--- config.mk ---
export PLATFORM = sky130hd
export DESIGN_NAME = seqlock_ctrl
export DESIGN_NICKNAME = d
export VERILOG_FILES = /design/src/rtl/seqlock_pkg.sv /design/src/rtl/seqlock_phase.sv /design/src/rtl/seqlock_match.sv /design/src/rtl/seqlock_verdict.sv /design/src/rtl/seqlock_ctrl.sv
export SDC_FILE = /design/constraint.sdc
export NUM_CORES = 1
export LEC_CHECK = 0
export BUFFER_PORTS_ARGS = -buffer_cell sky130_fd_sc_hd__buf_2
export CAP_MARGIN = 20
export CELL_PAD_IN_SITES_DETAIL_PLACEMENT = 1
export CELL_PAD_IN_SITES_GLOBAL_PLACEMENT = 2
export CORE_UTILIZATION = 34
export CTS_CLUSTER_DIAMETER = 80
export DETAILED_ROUTE_END_ITERATION = 16
export PLACE_DENSITY_LB_ADDON = 0.1
export SLEW_MARGIN = 5
export SYNTH_ARGS = -nofsm -noshare
export SYNTH_HDL_FRONTEND = slang
export SYNTH_HIERARCHICAL = 1
export SYNTH_SLANG_ARGS = --single-unit
--- constraint.sdc ---
create_clock -name clk -period 3.6 [get_ports clk]
set_input_delay 0 -clock clk [delete_from_list [all_inputs] [get_ports clk]]
set_output_delay 0 -clock clk [all_outputs]
set_load 0.01 [all_outputs]
--- src/rtl/seqlock_pkg.sv ---
package seqlock_pkg;
   // Default secret, packed with position 0 in the low byte.
   localparam logic [39:0] SEQLOCK_DEFAULT_KEY = {8'd73, 8'd101, 8'd56, 8'd19, 8'd36};

   typedef struct packed {
      logic unlock;
      logic warn;
   } seqlock_verdict_t;

   localparam seqlock_verdict_t VERDICT_IDLE = '{unlock: 1'b0, warn: 1'b0};
   localparam seqlock_verdict_t VERDICT_PASS = '{unlock: 1'b1, warn: 1'b0};
   localparam seqlock_verdict_t VERDICT_FAIL = '{unlock: 1'b0, warn: 1'b1};
endpackage

--- src/rtl/seqlock_phase.sv ---
module seqlock_phase #(
   parameter int GROUP_LEN = 5,
   localparam int PW = $clog2(GROUP_LEN)
) (
   input  logic          clk,
   input  logic          rst_n,
   input  logic          step,
   output logic [PW-1:0] pos_o,
   output logic          last_o
);
   localparam logic [PW-1:0] LAST_POS = PW'(GROUP_LEN - 1);

   initial begin
      assert (GROUP_LEN >= 2) else $error("seqlock_phase: GROUP_LEN must be at least 2");
   end

   logic [PW-1:0] pos_q;

   always_ff @(posedge clk or negedge rst_n) begin
      if (!rst_n) begin
         pos_q <= '0;
      end else if (step) begin
         if (pos_q == LAST_POS) pos_q <= '0;
         else                   pos_q <= pos_q + 1'b1;
      end
   end

   assign pos_o  = pos_q;
   assign last_o = (pos_q == LAST_POS);
endmodule

--- src/rtl/seqlock_match.sv ---
module seqlock_match #(
   parameter int WORD_W = 8,
   parameter int GROUP_LEN = 5,
   parameter logic [WORD_W*GROUP_LEN-1:0] KEY = '0,
   parameter bit STRAY_LOCK = 1'b1,
   localparam int PW = $clog2(GROUP_LEN),
   localparam int SLOTS = 1 << PW
) (
   input  logic              clk,
   input  logic              rst_n,
   input  logic              step,
   input  logic [PW-1:0]     pos,
   input  logic              last,
   input  logic [WORD_W-1:0] code_in,
   input  logic              start_in,
   output logic              group_bad_o,
   output logic              stray_o
);
   initial begin
      assert (WORD_W >= 1) else $error("seqlock_match: WORD_W must be positive");
   end

   // One comparator per frame position; unused slots never match.
   logic [SLOTS-1:0] hit;
   genvar gi;
   generate
      for (gi = 0; gi < SLOTS; gi++) begin : g_slot
         if (gi < GROUP_LEN) begin : g_used
            assign hit[gi] = (code_in == KEY[gi*WORD_W +: WORD_W]);
         end else begin : g_pad
            assign hit[gi] = 1'b0;
         end
      end
   endgenerate

   logic first_pos;
   logic word_bad;
   assign first_pos = (pos == '0);

   generate
      if (STRAY_LOCK) begin : g_stray_locks
         assign stray_o  = start_in && !first_pos;
         assign word_bad = !hit[pos] || (first_pos && !start_in);
      end else begin : g_stray_counts
         assign stray_o  = 1'b0;
         assign word_bad = !hit[pos] || (start_in != first_pos);
      end
   endgenerate

   logic bad_q;

   always_ff @(posedge clk or negedge rst_n) begin
      if (!rst_n) begin
         bad_q <= 1'b0;
      end else if (step) begin
         if (last) bad_q <= 1'b0;
         else      bad_q <= bad_q | word_bad;
      end
   end

   assign group_bad_o = bad_q | word_bad;
endmodule

--- src/rtl/seqlock_verdict.sv ---
module seqlock_verdict #(
   parameter int MAX_FAILS = 3,
   localparam int FW = $clog2(MAX_FAILS + 1)
) (
   input  logic          clk,
   input  logic          rst_n,
   input  logic          last,
   input  logic          group_bad,
   input  logic          stray,
   output logic          unlock_o,
   output logic          warn_o,
   output logic          locked_o,
   output logic [FW-1:0] fails_o
);
   import seqlock_pkg::*;

   initial begin
      assert (MAX_FAILS >= 1) else $error("seqlock_verdict: MAX_FAILS must be at least 1");
   end

   localparam logic [FW-1:0] FINAL_FAIL = FW'(MAX_FAILS - 1);

   seqlock_verdict_t out_q;
   logic             locked_q;
   logic [FW-1:0]    fails_q;

   always_ff @(posedge clk or negedge rst_n) begin
      if (!rst_n) begin
         out_q    <= VERDICT_IDLE;
         locked_q <= 1'b0;
         fails_q  <= '0;
      end else if (!locked_q) begin
         if (stray) begin
            out_q    <= VERDICT_FAIL;
            locked_q <= 1'b1;
         end else if (last) begin
            if (group_bad) begin
               out_q   <= VERDICT_FAIL;
               fails_q <= fails_q + 1'b1;
               if (fails_q == FINAL_FAIL) locked_q <= 1'b1;
            end else begin
               out_q <= VERDICT_PASS;
            end
         end
      end
   end

   assign unlock_o = out_q.unlock;
   assign warn_o   = out_q.warn;
   assign locked_o = locked_q;
   assign fails_o  = fails_q;
endmodule

--- src/rtl/seqlock_ctrl.sv ---
module seqlock_ctrl #(
   parameter int WORD_W = 8,
   parameter int GROUP_LEN = 5,
   parameter int MAX_FAILS = 3,
   parameter bit STRAY_LOCK = 1'b1,
   parameter logic [WORD_W*GROUP_LEN-1:0] KEY = seqlock_pkg::SEQLOCK_DEFAULT_KEY
) (
   input  logic              clk,
   input  logic              rst_n,
   input  logic [WORD_W-1:0] code_in,
   input  logic              start_in,
   output logic              unlock_o,
   output logic              warn_o
);
   localparam int PW = $clog2(GROUP_LEN);
   localparam int FW = $clog2(MAX_FAILS + 1);

   logic [PW-1:0] pos;
   logic          last;
   logic          group_bad;
   logic          stray;
   logic          locked;
   logic [FW-1:0] fails;
   logic          step;

   // Frame position and failed-frame tracking freeze once locked.
   assign step = !locked;

   seqlock_phase #(.GROUP_LEN(GROUP_LEN)) u_phase (
      .clk    (clk),
      .rst_n  (rst_n),
      .step   (step),
      .pos_o  (pos),
      .last_o (last)
   );

   seqlock_match #(
      .WORD_W     (WORD_W),
      .GROUP_LEN  (GROUP_LEN),
      .KEY        (KEY),
      .STRAY_LOCK (STRAY_LOCK)
   ) u_match (
      .clk         (clk),
      .rst_n       (rst_n),
      .step        (step),
      .pos         (pos),
      .last        (last),
      .code_in     (code_in),
      .start_in    (start_in),
      .group_bad_o (group_bad),
      .stray_o     (stray)
   );

   seqlock_verdict #(.MAX_FAILS(MAX_FAILS)) u_verdict (
      .clk       (clk),
      .rst_n     (rst_n),
      .last      (last),
      .group_bad (group_bad),
      .stray     (stray),
      .unlock_o  (unlock_o),
      .warn_o    (warn_o),
      .locked_o  (locked),
      .fails_o   (fails)
   );
endmodule

# After elaboration in Yosys (flattened, before gate mapping)
# Cells that the tools add are included.
# Widths: inputs -> output; s select.
[totals] output_inout_bits=2 in_bits=11 regBits=9 word_cells=41
[op_classes] muxes=12 n_lt_le_gt_ge=1 reduce_logical=10 n_bitwise=3 add_sub_neg=2 eq_ne=7
[op_table] operator="$eq 8x6->1 const B" count=2
[op_table] operator="$eq 8x7->1 const B" count=2
[op_table] operator="$eq 8x5->1 const B" count=1
[op_table] operator="$mux 1" count=7
[op_table] operator="$mux 2" count=3
[op_table] operator="$lt 3x4->1 const B" count=1
[op_table] operator="$reduce_and 4->1" count=1
[op_table] operator="$add 3x1->3 const B" count=1
[op_table] operator="$bmux 1 s3" count=1
[op_table] operator="$eq 3x3->1 const B" count=1
[op_table] operator="$logic_not 1->1" count=3
[op_table] operator="$logic_not 3->1" count=1
[op_table] operator="$mux 3" count=1
[op_table] operator="$add 2x1->2 const B" count=1
[op_table] operator="$eq 2x2->1 const B" count=1
[op_table] operator="$logic_and 1x1->1" count=2
[op_table] operator="$not 1->1" count=2
[op_table] operator="$reduce_and 2->1" count=1
[op_table] operator="$reduce_bool 2->1" count=1
[op_table] operator="$logic_or 1x1->1" count=1
[op_table] operator="$or 1x1->1" count=1

# Longest topological paths before layout
# Gate-level depths: netlist (run 1).
[logic_depth] ltp_word=10 mapped_depth=6 mapped_depth_nobuf=6

# Hierarchy
# The synthesis (run 1) kept the hierarchy.
[modules_own_cells] mod="seqlock_verdict" seq_area_each_um2=125.1 instances=1 area_each_um2=230.2 cells_each=18
[modules_own_cells] mod="seqlock_match" seq_area_each_um2=25.0 instances=1 area_each_um2=216.5 cells_each=25
[modules_own_cells] mod="seqlock_phase" seq_area_each_um2=75.1 instances=1 area_each_um2=161.4 cells_each=16
[modules_own_cells] mod="seqlock_ctrl" seq_area_each_um2=0.0 instances=1 area_each_um2=3.8 cells_each=1

# Worst setup path after synthesis (run 1)
# Ideal clock, no wire load.
[synth_timing] path_kind="flip-flop to flip-flop" start="reg u_phase.pos_q[0], in the netlist u_phase/pos_o[0]" end="reg u_verdict.out_q, in the netlist u_verdict/warn_o" arrival_time_ns=1.683 path_slack_ns=1.791 t_required_ns=3.474 period_less_slack_ns=1.809 path_buffers=0 setup_ns=0.126 path_stages_with_launch=7 path_cell_list="dfrtp_1 > nor4b_1 > o211ai_2 > nand3_2 > nand3_1 > or4b_1 > o311a_1"
[synth_between] elab_chain_cells=8 word_cells_on_any_way=15 classes_between="1 x eq/ne; 5 x mux; 1 x bitwise; 8 x reduce/logical"
[synth_lines] item="start: declaration" line="seqlock_phase.sv:17" text="logic [PW-1:0] pos_q;"
[synth_lines] item="start signal: assignment" line="seqlock_phase.sv:24" text="else pos_q <= pos_q + 1'b1;"
[synth_lines] item="$bmux 1 s3" line="seqlock_match.sv:43" text="assign word_bad = !hit[pos] || (first_pos && !start_in);"
[synth_lines] item="$mux 1 (implied by the code)" line="seqlock_match.sv:43"
[synth_lines] item="$logic_not 1->1" line="seqlock_match.sv:43"
[synth_lines] item="$logic_or 1x1->1 *" line="seqlock_match.sv:43"
[synth_lines] item="$or 1x1->1 *" line="seqlock_match.sv:61" text="assign group_bad_o = bad_q | word_bad;"
[synth_lines] item="via group_bad" line="seqlock_ctrl.sv:20" text="logic group_bad;"
[synth_lines] item="$mux 2 *" line="seqlock_verdict.sv:37" text="if (group_bad) begin"
[synth_lines] item="$mux 2 *" line="seqlock_verdict.sv:36" text="end else if (last) begin"
[synth_lines] item="$mux 2 *" line="seqlock_verdict.sv:33" text="if (stray) begin"
[synth_lines] item="end signal: assignment" line="seqlock_verdict.sv:34" text="out_q <= VERDICT_FAIL;"
[synth_lines] item="end signal: assignment" line="seqlock_verdict.sv:38" text="out_q <= VERDICT_FAIL;"
[synth_lines] item="end signal: assignment" line="seqlock_verdict.sv:42" text="out_q <= VERDICT_PASS;"
[synth_lines] item="end: declaration" line="seqlock_verdict.sv:23" text="seqlock_verdict_t out_q;"
# The timed path passes the listed nets; every way through them passes the cells marked *. The select of a mux whose other input is x is not followed.
# A chain may end at the register's enable or synchronous reset.

# Worst setup path in the final report (run 1)
[layout_timing] start="reg u_phase.pos_q[1], in the netlist u_phase/pos_o[1]" end="reg u_verdict.out_q, in the netlist u_verdict/warn_o"
# Same word-level chain as after synthesis.

==> metrics.txt, run 1 <==
# TYPE chip_impl_metric gauge
chip_impl_info{name="leading_cell_type_in_the_layout_fill_and_taps_excluded",value="sky130_fd_sc_hd__buf_2"} 1
chip_impl_metric{name="detailedRoute.firstIterationViolations",unit=""} 3
chip_impl_metric{name="p_int",unit="uW"} 184
chip_impl_metric{name="antennaDiodeCount",unit=""} 0
chip_impl_metric{name="placement.setup.worst_slack",unit="ns"} 1.62
chip_impl_metric{name="cellPowerDensity",unit="nW/um2"} 363
chip_impl_metric{name="globalRoute.totalOverflow",unit=""} 0
chip_impl_info{name="critical_path.startpoint",value="u_phase/pos_o[1]"} 1
chip_impl_metric{name="final_layout_size_suffix_gt1_frac",unit=""} 0.286
chip_impl_metric{name="post_synth_num_cell_types",unit=""} 33
chip_impl_metric{name="power.share.combinational",unit=""} 0.226
chip_impl_metric{name="yosysSeqAreaShare",unit=""} 0.368
chip_impl_metric{name="core.rowCount",unit=""} 14
chip_impl_metric{name="cts-resized-gates",unit=""} 0
chip_impl_info{name="reg2reg_from",value="u_phase/pos_o[1]"} 1
chip_impl_info{name="crit_end",value="u_verdict/warn_o"} 1
chip_impl_metric{name="final_critical_path_setup_slack",unit="ns"} 1.60
chip_impl_metric{name="final_period_minus_worst_setup_slack",unit="ns"} 2.00
chip_impl_metric{name="port_buffers",unit=""} 12
chip_impl_metric{name="hold_buffers",unit=""} 1
chip_impl_metric{name="wl_per_cell",unit="um"} 12.9
chip_impl_metric{name="post_synth_inst_count",unit=""} 60
chip_impl_metric{name="area.growth.synth_to_final",unit="%"} 20.7
chip_impl_metric{name="routed-via-count",unit=""} 530
chip_impl_metric{name="worst_pin_slew",unit="ns"} 0.367
chip_impl_metric{name="clock_tree.htree_level_count",unit=""} 1
chip_impl_metric{name="finalHoldViolCount",unit=""} 0
chip_impl_info{name="worstSetupStartpointType",value="register"} 1
chip_impl_metric{name="clk_latency",unit="ns"} 0.26
chip_impl_metric{name="drtPass1Iterations",unit=""} 2
chip_impl_metric{name="p_leak",unit="nW"} 0.358
chip_impl_metric{name="synthesis.area_per_instance",unit="um2"} 10.2
chip_impl_info{name="tritoncts",value="built"} 1
chip_impl_metric{name="drv_cap",unit=""} 0
chip_impl_metric{name="die_height",unit="um"} 44.4
chip_impl_info{name="layout_common_cells",value="sky130_fd_sc_hd__buf_2 (12), sky130_fd_sc_hd__dfrtp_1 (9), sky130_fd_sc_hd__inv_1 (7)"} 1
chip_impl_metric{name="fmax",unit="MHz"} 501
chip_impl_metric{name="grt_start_max_net_pins",unit=""} 10
chip_impl_metric{name="clock_skew",unit="ns"} 0.00729
chip_impl_metric{name="report.final.setup_viol",unit=""} 0
chip_impl_metric{name="switching_power",unit="uW"} 84.4
chip_impl_metric{name="placeableCoreArea",unit="um2"} 1590
chip_impl_metric{name="antenna_violations_before_repair",unit=""} 0
chip_impl_metric{name="floorplan.die.width",unit="um"} 44.4
chip_impl_metric{name="critPathRequiredTime",unit="ns"} 3.75
chip_impl_metric{name="critical_path_peak_fanout",unit=""} 9
chip_impl_metric{name="worst-r2r-setup-slack",unit="ns"} 1.60
chip_impl_metric{name="power.share.clock",unit=""} 0.289
chip_impl_metric{name="place_congestion",unit=""} 0.702
chip_impl_metric{name="drt_drc_violations_left",unit=""} 0
chip_impl_metric{name="die_area",unit="um2"} 1970
chip_impl_metric{name="slew_headroom",unit=""} 0.752
chip_impl_metric{name="finalMaxSlewViolations",unit=""} 0
chip_impl_metric{name="grt_first_pass_wirelength",unit="mm"} 2.34
chip_impl_metric{name="swShare",unit=""} 0.315
chip_impl_info{name="cpMaxStageDelayCell",value="sky130_fd_sc_hd__or4b_1"} 1
chip_impl_metric{name="cell_area_after_synthesis",unit="um2"} 612
chip_impl_info{name="worst_hold_path_type",value="in2async"} 1
chip_impl_metric{name="critical_path_arrival",unit="ns"} 2.14
chip_impl_metric{name="power.sequential.fraction",unit=""} 0.486
chip_impl_metric{name="clock_sink_count",unit=""} 9
chip_impl_metric{name="power.total",unit="uW"} 268
chip_impl_metric{name="dp_hpwl",unit="mm"} 1.01
chip_impl_info{name="cp-end-kind",value="register"} 1
chip_impl_metric{name="cts.path.max_buffers",unit=""} 2
chip_impl_metric{name="power.ir.vdd_worst",unit="mV"} 0.192
chip_impl_metric{name="synthesis.yosys.warnings",unit=""} 6
chip_impl_info{name="rr_endpoint",value="u_verdict/warn_o"} 1
chip_impl_metric{name="route.detailed.vias_per_inst",unit=""} 5.25
chip_impl_metric{name="grtUsageTotal",unit=""} 0.167
chip_impl_info{name="cp_cell_sequence",value="nor4b_1 -> o211ai_2 -> nand3_2 -> nand3_1 -> or4b_1 -> o311a_1"} 1
chip_impl_metric{name="timing.critical_path.buf_inv",unit=""} 0
chip_impl_metric{name="cts.repair_timing.setup_buffer_count",unit=""} 0
chip_impl_metric{name="floorplan.initialDensity",unit=""} 0.384
chip_impl_info{name="outcome",value="finished clean"} 1
chip_impl_metric{name="grt_pass1_vias",unit=""} 526
chip_impl_metric{name="final.period_utilization",unit=""} 0.554
chip_impl_metric{name="total_nets_after_synthesis",unit=""} 74
chip_impl_info{name="cp_top_family",value="simple AND/OR/NAND/NOR gates"} 1
chip_impl_metric{name="setup_tns",unit="ns"} 0
chip_impl_metric{name="critical_path_depth",unit=""} 6
chip_impl_info{name="rsz0062_at_grt",value="no"} 1
chip_impl_metric{name="drt-total-wl",unit="mm"} 1.31
chip_impl_info{name="worst-setup-path-type",value="reg2reg"} 1
chip_impl_metric{name="worst_path_largest_cell_delay",unit="ns"} 0.54
chip_impl_metric{name="postSynthRegisterBits",unit=""} 9
chip_impl_metric{name="num_io_pins",unit=""} 13
chip_impl_metric{name="drt.antenna.violating_nets",unit=""} 0
chip_impl_metric{name="reg2reg_depth",unit=""} 6
chip_impl_metric{name="nets",unit=""} 92
chip_impl_info{name="root_buffer",value="sky130_fd_sc_hd__clkbuf_4"} 1
chip_impl_metric{name="cts_inserted_buffers",unit=""} 3
chip_impl_metric{name="clk_pin_slew",unit="ns"} 0.06
## worst min-delay path by stage
stage               depth (start not counted)  slack (ns)  start            end
finish                                      2        0.11  rst_n  u_match/bad_q
global route                                2        0.13  rst_n  u_match/bad_q
CTS                                         2        0.11  rst_n  u_match/bad_q
detailed placement                          1       -0.14  rst_n  u_match/bad_q
global placement                            1       -0.14  rst_n  u_match/bad_q
floorplan                                   0       -0.30  rst_n  u_match/bad_q
## worst register-to-register path, stage by stage (launching register included)
cell and delay (ns):
sky130_fd_sc_hd__dfrtp_1 0.47, sky130_fd_sc_hd__nor4b_1 0.38, sky130_fd_sc_hd__o211ai_2 0.14, sky130_fd_sc_hd__nand3_2 0.10
sky130_fd_sc_hd__nand3_1 0.11, sky130_fd_sc_hd__or4b_1 0.54, sky130_fd_sc_hd__o311a_1 0.14
## routing by layer
layer | routed length (um) | track usage | vias up | part of all wire
li1 | - | - | 262 | -
met1 | 616 | 0.210 | 257 | 0.47
met2 | 630 | 0.265 | 9 | 0.48
met3 | 47 | 0.0490 | 2 | 0.036
met4 | 10 | 0.0727 | 0 | 0.0077
met5 | 0 | 0 | - | 0
## logic make-up after synthesis
logic type / Yosys count / synth area share
compound gates: 13 / 0.190
xor+xnor: 1 / 0.0143
fa+ha+maj: 3 / 0.0614
buf+inv: 7 / 0.0430
flops: 9 / 0.368
mux: 1 / 0.0164
simple gates: 26 / 0.307
## area by class of cell
cell class	count	area, um2
flip-flops and latches	9	225
multi-input cells	44	360
inverters	7	26.3
clock buffers	4	26.3
fillers	190	856
repair buffers	13	70.1
well taps	24	30.0
## synth_stat cells, drive strengths merged
| cell type | n | area share |
|---|---|---|
| nand3 | 2 | 0.025 |
| and2 | 1 | 0.010 |
| o22ai | 2 | 0.031 |
| a41oi | 1 | 0.027 |
| nand2b | 3 | 0.031 |
| nor4b | 3 | 0.067 |
| o31a | 1 | 0.014 |
| nand4 | 2 | 0.020 |
| o311ai | 1 | 0.014 |
| a311o | 1 | 0.018 |
| nand2 | 4 | 0.025 |
| dfrtp | 9 | 0.37 |
| a31oi | 1 | 0.010 |
| mux2i | 1 | 0.016 |
| nor3 | 1 | 0.0082 |
| o311a | 1 | 0.016 |
| ha | 3 | 0.061 |
| and4b | 2 | 0.033 |
| nor2 | 3 | 0.018 |
| xnor2 | 1 | 0.014 |
| o21ai | 3 | 0.025 |
| and2b | 1 | 0.012 |
| o211ai | 1 | 0.020 |
| or4b | 1 | 0.016 |
| nor2b | 1 | 0.010 |
| and4bb | 1 | 0.020 |
| inv | 7 | 0.043 |
| a22o | 1 | 0.014 |
| and3 | 1 | 0.010 |
## through the flow
| step | util | instance area (um2) | std cells | hold slack (ns) |
|---|---|---|---|---|
| 6_report | 0.463 | 738 | 101 | 0.109 |
| 3_3_place_gp | 0.440 | 702 | 96 | -0.140 |
| 5_1_grt | 0.463 | 738 | 101 | 0.132 |
| 3_5_place_dp | 0.440 | 702 | 96 | -0.140 |
| 2_1_floorplan | - | 612 | 60 | -0.296 |
| 4_1_cts | 0.463 | 738 | 101 | 0.112 |
## registers in the layout (all words and copies together) (netlist names)
name / count
u_match/bad_q: 1
u_phase/pos_o: 3
u_verdict/fails_o: 2
u_verdict/locked_o: 1
u_verdict/unlock_o: 1
u_verdict/warn_o: 1
## power groups by stage
stage	registers, mW	logic, mW	clock network (mW)
6_report	0.130	0.0605	0.0774
5_1_grt	0.133	0.0684	0.0876
4_1_cts	0.130	0.0611	0.0821
3_5_place_dp	0.132	0.0597	0
3_3_place_gp	0.130	0.0594	0
2_1_floorplan	0.126	0.0407	0
No activity file was read; power rests on OpenSTA's default activity.
==> run 2: changes to the inputs <==
- CORE_UTILIZATION: 34 -> 32
- clock period: 3.6 -> 1.95 ns (I/O delays scaled with it)
==> metrics.txt, run 2 (synthesis gave the netlist of run 1 again) <==
# TYPE chip_impl_metric gauge
chip_impl_metric{name="finish.cell_count_without_fillers",unit=""} 110
chip_impl_metric{name="dp_hpwl",unit="mm"} 1.19
chip_impl_metric{name="final_critical_path_setup_slack",unit="ns"} 0.0551
chip_impl_info{name="worst_hold_path_type",value="in2async"} 1
chip_impl_metric{name="clock_tree.htree_level_count",unit=""} 1
chip_impl_metric{name="p_int",unit="uW"} 377
chip_impl_metric{name="critical_path_peak_fanout",unit=""} 3
chip_impl_metric{name="floorplan.die.width",unit="um"} 45.7
chip_impl_metric{name="critical_path_arrival",unit="ns"} 2.04
chip_impl_metric{name="grtUsageTotal",unit=""} 0.173
chip_impl_info{name="leading_cell_type_in_the_layout_fill_and_taps_excluded",value="sky130_fd_sc_hd__buf_2"} 1
chip_impl_metric{name="dp.cells",unit=""} 101
chip_impl_metric{name="die_height",unit="um"} 45.7
chip_impl_info{name="tritoncts",value="built"} 1
chip_impl_metric{name="drt.antenna.violating_nets",unit=""} 0
chip_impl_metric{name="clk_pin_slew",unit="ns"} 0.06
chip_impl_metric{name="report.final.setup_viol",unit=""} 0
chip_impl_info{name="layout_common_cells",value="sky130_fd_sc_hd__buf_2 (12), sky130_fd_sc_hd__dfrtp_1 (9), sky130_fd_sc_hd__buf_4 (8)"} 1
chip_impl_metric{name="power.ir.vdd_worst",unit="mV"} 0.467
chip_impl_metric{name="cts.path.max_buffers",unit=""} 2
chip_impl_metric{name="power.sequential.fraction",unit=""} 0.421
chip_impl_metric{name="power.share.combinational",unit=""} 0.321
chip_impl_metric{name="num_io_pins",unit=""} 13
chip_impl_metric{name="drt_drc_violations_left",unit=""} 0
chip_impl_metric{name="cts_inserted_buffers",unit=""} 3
chip_impl_info{name="reg2reg_from",value="u_phase/pos_o[0]"} 1
chip_impl_metric{name="slew_headroom",unit=""} 0.802
chip_impl_info{name="rsz0062_at_grt",value="no"} 1
chip_impl_metric{name="globalRoute.totalOverflow",unit=""} 0
chip_impl_metric{name="drtPass1Iterations",unit=""} 2
chip_impl_metric{name="finalHoldWorstSlack",unit="ns"} 0.120
chip_impl_info{name="critical_path.startpoint",value="u_phase/pos_o[0]"} 1
chip_impl_metric{name="wl_per_cell",unit="um"} 14.2
chip_impl_metric{name="drt-total-wl",unit="mm"} 1.56
chip_impl_metric{name="die_area",unit="um2"} 2090
chip_impl_metric{name="port_buffers",unit=""} 12
chip_impl_metric{name="clock_skew",unit="ns"} 0.00494
chip_impl_info{name="cp-end-kind",value="register"} 1
chip_impl_info{name="outcome",value="finished clean"} 1
chip_impl_metric{name="placement.setup.worst_slack",unit="ns"} 0.00613
chip_impl_metric{name="clk_latency",unit="ns"} 0.26
chip_impl_metric{name="route.detailed.vias_per_inst",unit=""} 4.98
chip_impl_info{name="worst-setup-path-type",value="reg2reg"} 1
chip_impl_metric{name="p_leak",unit="nW"} 0.401
chip_impl_metric{name="finalHoldViolCount",unit=""} 0
chip_impl_metric{name="cellPowerDensity",unit="nW/um2"} 667
chip_impl_metric{name="clock_sink_count",unit=""} 9
chip_impl_metric{name="routed-via-count",unit=""} 548
chip_impl_info{name="worstSetupStartpointType",value="register"} 1
chip_impl_metric{name="swShare",unit=""} 0.312
chip_impl_metric{name="final_period_minus_worst_setup_slack",unit="ns"} 1.89
chip_impl_metric{name="grt_start_max_net_pins",unit=""} 10
chip_impl_metric{name="core.rowCount",unit=""} 15
chip_impl_metric{name="fmax",unit="MHz"} 528
chip_impl_metric{name="power.total",unit="uW"} 548
chip_impl_metric{name="area.growth.synth_to_final",unit="%"} 34.2
chip_impl_metric{name="nets",unit=""} 100
chip_impl_metric{name="worst_pin_slew",unit="ns"} 0.297
chip_impl_metric{name="drv_cap",unit=""} 0
chip_impl_metric{name="antennaDiodeCount",unit=""} 0
chip_impl_metric{name="grt_pass1_vias",unit=""} 575
chip_impl_metric{name="critPathRequiredTime",unit="ns"} 2.09
chip_impl_metric{name="grt_first_pass_wirelength",unit="mm"} 2.50
chip_impl_metric{name="placeableCoreArea",unit="um2"} 1760
chip_impl_metric{name="final.period_utilization",unit=""} 0.972
chip_impl_metric{name="finalMaxSlewViolations",unit=""} 0
chip_impl_metric{name="final_layout_size_suffix_gt1_frac",unit=""} 0.400
chip_impl_metric{name="switching_power",unit="uW"} 171
chip_impl_metric{name="setup_tns",unit="ns"} 0
chip_impl_metric{name="largest_register_ff_count",unit=""} 3
chip_impl_metric{name="place_congestion",unit=""} 0.702
chip_impl_metric{name="antenna_violations_before_repair",unit=""} 0
chip_impl_metric{name="detailedRoute.firstIterationViolations",unit=""} 8
chip_impl_metric{name="floorplan.initialDensity",unit=""} 0.347
chip_impl_metric{name="power.share.clock",unit=""} 0.258
chip_impl_info{name="root_buffer",value="sky130_fd_sc_hd__clkbuf_4"} 1
-- run 2: through the flow --
step,utilization,instance area (um2)
after floorplan,-,612
after global placement,0.416,733
after detailed placement,0.416,733
after CTS,0.445,785
after global routing,0.465,821
final,0.465,821
-- run 2: what timing repair did --
| action | 4_1_cts | 5_1_grt |
|---|---|---|
| hold buffers | 1 | 0 |
| gates resized for setup | 0 | 5 |
| setup endpoints to repair | 1 | 2 |
| hold endpoints to repair | 9 | 0 |
| setup buffers | 2 | 2 |
| pin swaps | 0 | 3 |
-- run 2: worst paths after layout --
kind	to	slack, ns	cells after the start
max	u_verdict/warn_o	0.06	7
min	u_match/bad_q	0.12	2
max reg2reg	u_verdict/warn_o	0.06	7
min reg2reg	u_verdict/fails_o[1]	0.53	2
max in group asynchronous	u_phase/pos_o[1]	1.64	2
min in group clk	u_match/bad_q	0.16	4
-- run 2: worst max-delay path, cell delays in order, from the launching register on --
cell and delay [ns]:
sky130_fd_sc_hd__dfrtp_1 0.42, sky130_fd_sc_hd__buf_4 0.16, sky130_fd_sc_hd__nor2_1 0.11, sky130_fd_sc_hd__nand4_1 0.12, sky130_fd_sc_hd__o22ai_2 0.23, sky130_fd_sc_hd__nand3_2 0.09
sky130_fd_sc_hd__or4b_4 0.53, sky130_fd_sc_hd__o311a_1 0.14
-- run 2: power by group through the flow --
stage / Clock [mW] / Combinational (mW) / Sequential (mW)
2_1_floorplan: 0 / 0.0752 / 0.233
3_5_place_dp: 0 / 0.142 / 0.234
4_1_cts: 0.146 / 0.159 / 0.229
6_report: 0.141 / 0.176 / 0.231
5_1_grt: 0.161 / 0.194 / 0.233
3_3_place_gp: 0 / 0.141 / 0.233
-- run 2: final cells by class --
| class | instances | area [um2] |
|---|---|---|
| Clock buffer | 4 | 26.3 |
| Fill cell | 230 | 943 |
| Inverter | 7 | 26.3 |
| Multi-Input combinational cell | 44 | 382 |
| Sequential cell | 9 | 225 |
| Tap cell | 25 | 31.3 |
| Timing Repair Buffer | 21 | 130 |
-- run 2: layer usage --
layer | part of all wire | global-route usage
met2 | 0.53 | 0.306
met3 | 0.028 | 0.0595
met4 | 0 | 0.0353
met5 | 0 | 0
met1 | 0.44 | 0.200
==> run 3: changes to the inputs <==
- CELL_PAD_IN_SITES_DETAIL_PLACEMENT: 1 -> 0
- CELL_PAD_IN_SITES_GLOBAL_PLACEMENT: 2 -> 1
- CORE_UTILIZATION: 32 -> 39
==> metrics.txt, run 3 (synthesis gave the netlist of run 1 again) <==
# TYPE chip_impl_metric gauge
chip_impl_info{name="root_buffer",value="sky130_fd_sc_hd__clkbuf_4"} 1
chip_impl_metric{name="critical_path_arrival",unit="ns"} 1.97
chip_impl_metric{name="antennaDiodeCount",unit=""} 0
chip_impl_metric{name="cellPowerDensity",unit="nW/um2"} 671
chip_impl_metric{name="critPathRequiredTime",unit="ns"} 2.10
chip_impl_metric{name="worst_pin_slew",unit="ns"} 0.289
chip_impl_info{name="outcome",value="finished clean"} 1
chip_impl_metric{name="grtUsageMet3",unit=""} 0.0565
chip_impl_metric{name="clock_skew",unit="ns"} 0.00687
chip_impl_metric{name="die_height",unit="um"} 41.6
chip_impl_metric{name="detailedRoute.firstIterationViolations",unit=""} 7
chip_impl_metric{name="clk_latency",unit="ns"} 0.26
chip_impl_info{name="worst_hold_path_type",value="in2async"} 1
chip_impl_metric{name="reg2reg_depth",unit=""} 7
chip_impl_info{name="layout_common_cells",value="sky130_fd_sc_hd__buf_2 (12), sky130_fd_sc_hd__dfrtp_1 (9), sky130_fd_sc_hd__inv_1 (7)"} 1
chip_impl_metric{name="dp_hpwl",unit="um"} 957
chip_impl_metric{name="grt_start_max_net_pins",unit=""} 10
chip_impl_metric{name="cts_inserted_buffers",unit=""} 3
chip_impl_metric{name="core.rowCount",unit=""} 13
chip_impl_info{name="cp-end-kind",value="register"} 1
chip_impl_metric{name="final_period_minus_worst_setup_slack",unit="ns"} 1.83
chip_impl_metric{name="drt-total-wl",unit="mm"} 1.29
chip_impl_metric{name="drv_cap",unit=""} 0
chip_impl_metric{name="fmax",unit="MHz"} 548
chip_impl_metric{name="wl_per_cell",unit="um"} 13.5
chip_impl_metric{name="setup_tns",unit="ns"} 0
chip_impl_metric{name="switching_power",unit="uW"} 165
chip_impl_metric{name="antenna_violations_before_repair",unit=""} 0
chip_impl_metric{name="p_leak",unit="nW"} 0.379
chip_impl_info{name="tritoncts",value="built"} 1
chip_impl_info{name="worst-setup-path-type",value="reg2reg"} 1
chip_impl_info{name="rr_endpoint",value="u_verdict/warn_o"} 1
chip_impl_metric{name="grtUsageMet1",unit=""} 0.195
chip_impl_metric{name="finalMaxSlewViolations",unit=""} 0
chip_impl_metric{name="finalHoldViolCount",unit=""} 0
chip_impl_metric{name="swShare",unit=""} 0.316
chip_impl_metric{name="final.period_utilization",unit=""} 0.936
chip_impl_metric{name="grt_first_pass_wirelength",unit="mm"} 2.05
chip_impl_metric{name="cts.path.max_buffers",unit=""} 2
chip_impl_metric{name="clock_tree.htree_level_count",unit=""} 1
chip_impl_metric{name="place_congestion",unit=""} 0.799
chip_impl_metric{name="final_critical_path_setup_slack",unit="ns"} 0.124
chip_impl_metric{name="largest_register_ff_count",unit=""} 3
chip_impl_info{name="cpMaxStageDelayCell",value="sky130_fd_sc_hd__or4b_4"} 1
chip_impl_metric{name="global_route.usage.met2",unit=""} 0.247
chip_impl_metric{name="num_io_pins",unit=""} 13
chip_impl_info{name="rsz0062_at_grt",value="no"} 1
chip_impl_metric{name="timing.critical_path.buf_inv",unit=""} 1
chip_impl_metric{name="slew_headroom",unit=""} 0.805
chip_impl_metric{name="worst_path_largest_cell_delay",unit="ns"} 0.53
chip_impl_metric{name="worst-r2r-setup-slack",unit="ns"} 0.12
chip_impl_metric{name="power.share.combinational",unit=""} 0.284
chip_impl_metric{name="p_int",unit="uW"} 357
chip_impl_metric{name="clock_sink_count",unit=""} 9
chip_impl_metric{name="grtUsageTotal",unit=""} 0.159
chip_impl_info{name="reg2reg_from",value="u_phase/pos_o[1]"} 1
chip_impl_info{name="cp_cell_sequence",value="buf_6 -> nor2_2 -> nand4_1 -> o22ai_2 -> nand3_2 -> or4b_4 -> o311a_1"} 1
chip_impl_metric{name="critical_path_peak_fanout",unit=""} 7
chip_impl_metric{name="drt_drc_violations_left",unit=""} 0
chip_impl_metric{name="routed-via-count",unit=""} 537
chip_impl_info{name="critical_path.startpoint",value="u_phase/pos_o[1]"} 1
chip_impl_metric{name="globalRoute.totalOverflow",unit=""} 0
chip_impl_info{name="leading_cell_type_in_the_layout_fill_and_taps_excluded",value="sky130_fd_sc_hd__buf_2"} 1
chip_impl_metric{name="final_layout_size_suffix_gt1_frac",unit=""} 0.375
chip_impl_metric{name="clk_pin_slew",unit="ns"} 0.06
chip_impl_metric{name="power.sequential.fraction",unit=""} 0.441
chip_impl_metric{name="power.ir.vdd_worst",unit="mV"} 0.339
chip_impl_info{name="cp_top_family",value="simple AND/OR/NAND/NOR gates"} 1
chip_impl_metric{name="route.detailed.vias_per_inst",unit=""} 5.65
chip_impl_metric{name="critical_path_depth",unit=""} 7
chip_impl_metric{name="nets",unit=""} 95
chip_impl_info{name="worstSetupStartpointType",value="register"} 1
chip_impl_metric{name="die_area",unit="um2"} 1730
chip_impl_info{name="busiest_layer",value="met2"} 1
chip_impl_metric{name="area.growth.synth_to_final",unit="%"} 27.0
chip_impl_metric{name="drt.antenna.violating_nets",unit=""} 0
chip_impl_metric{name="floorplan.initialDensity",unit=""} 0.443
chip_impl_metric{name="port_buffers",unit=""} 12
chip_impl_metric{name="cts.repair_timing.setup_buffer_count",unit=""} 0
chip_impl_info{name="crit_end",value="u_verdict/warn_o"} 1
chip_impl_metric{name="floorplan.die.width",unit="um"} 41.6
chip_impl_metric{name="grt_pass1_vias",unit=""} 466
chip_impl_metric{name="placeableCoreArea",unit="um2"} 1380
chip_impl_metric{name="placement.setup.worst_slack",unit="ns"} 0.0854
chip_impl_metric{name="power.share.clock",unit=""} 0.275
chip_impl_metric{name="drtPass1Iterations",unit=""} 4
chip_impl_metric{name="report.final.setup_viol",unit=""} 0
-- run 3: cell count changes in the layout (fill, tap and decap cells not counted) --
cell and delta:
sky130_fd_sc_hd__nor2_2 +1, sky130_fd_sc_hd__buf_6 +1, sky130_fd_sc_hd__nor2_1 -1, sky130_fd_sc_hd__o311ai_0 +1, sky130_fd_sc_hd__buf_4 -6, sky130_fd_sc_hd__o311ai_1 -1
-- run 3: layout make-up --
| type | instances | area, um2 |
|---|---|---|
| well taps | 15 | 18.8 |
| clock buffers | 4 | 26.3 |
| fillers | 126 | 606 |
| inverters | 7 | 26.3 |
| repair buffers | 16 | 96.3 |
| flip-flops and latches | 9 | 225 |
| multi-input cells | 44 | 384 |
-- run 3: stage by stage --
step / hold WS, ns / utilization / instance area (um2) / total power, mW / instances
after floorplan: -0.296 / - / 612 / 0.309 / 60
after global placement: -0.138 / 0.516 / 713 / 0.363 / 90
after detailed placement: -0.134 / 0.516 / 713 / 0.365 / 90
after CTS: 0.111 / 0.542 / 749 / 0.512 / 95
after global routing: 0.135 / 0.562 / 777 / 0.561 / 95
final: 0.109 / 0.562 / 777 / 0.522 / 95
-- run 3: repair_timing --
| action | in CTS | in global routing |
|---|---|---|
| setup endpoints to repair | 0 | 2 |
| hold buffers | 1 | 0 |
| endpoints found under the hold margin | 9 | 0 |
| gates resized for setup | 0 | 6 |
-- run 3: power groups by stage --
stage	clock network [mW]	logic, mW	registers (mW)
detailed placement	0	0.134	0.230
global route	0.159	0.168	0.235
finish	0.143	0.148	0.230
floorplan	0	0.0752	0.233
global placement	0	0.134	0.229
CTS	0.148	0.137	0.227
-- run 3: worst min-delay path by stage --
stage          slack [ns]  cells past startpoint                to   from
4_1_cts              0.11                      2     u_match/bad_q  rst_n
6_report             0.11                      2  u_verdict/warn_o  rst_n
3_5_place_dp        -0.13                      1     u_match/bad_q  rst_n
3_3_place_gp        -0.14                      1     u_match/bad_q  rst_n
5_1_grt              0.13                      2     u_match/bad_q  rst_n
2_1_floorplan       -0.30                      0     u_match/bad_q  rst_n
-- run 3: per-layer routing --
metal  wire [um]  share of wire  vias to the layer above
met5           0              0                        -
met4           0              0                        0
met3          32          0.025                        0
met2         651           0.51                        7
met1         602           0.47                      259
li1            -              -                      271
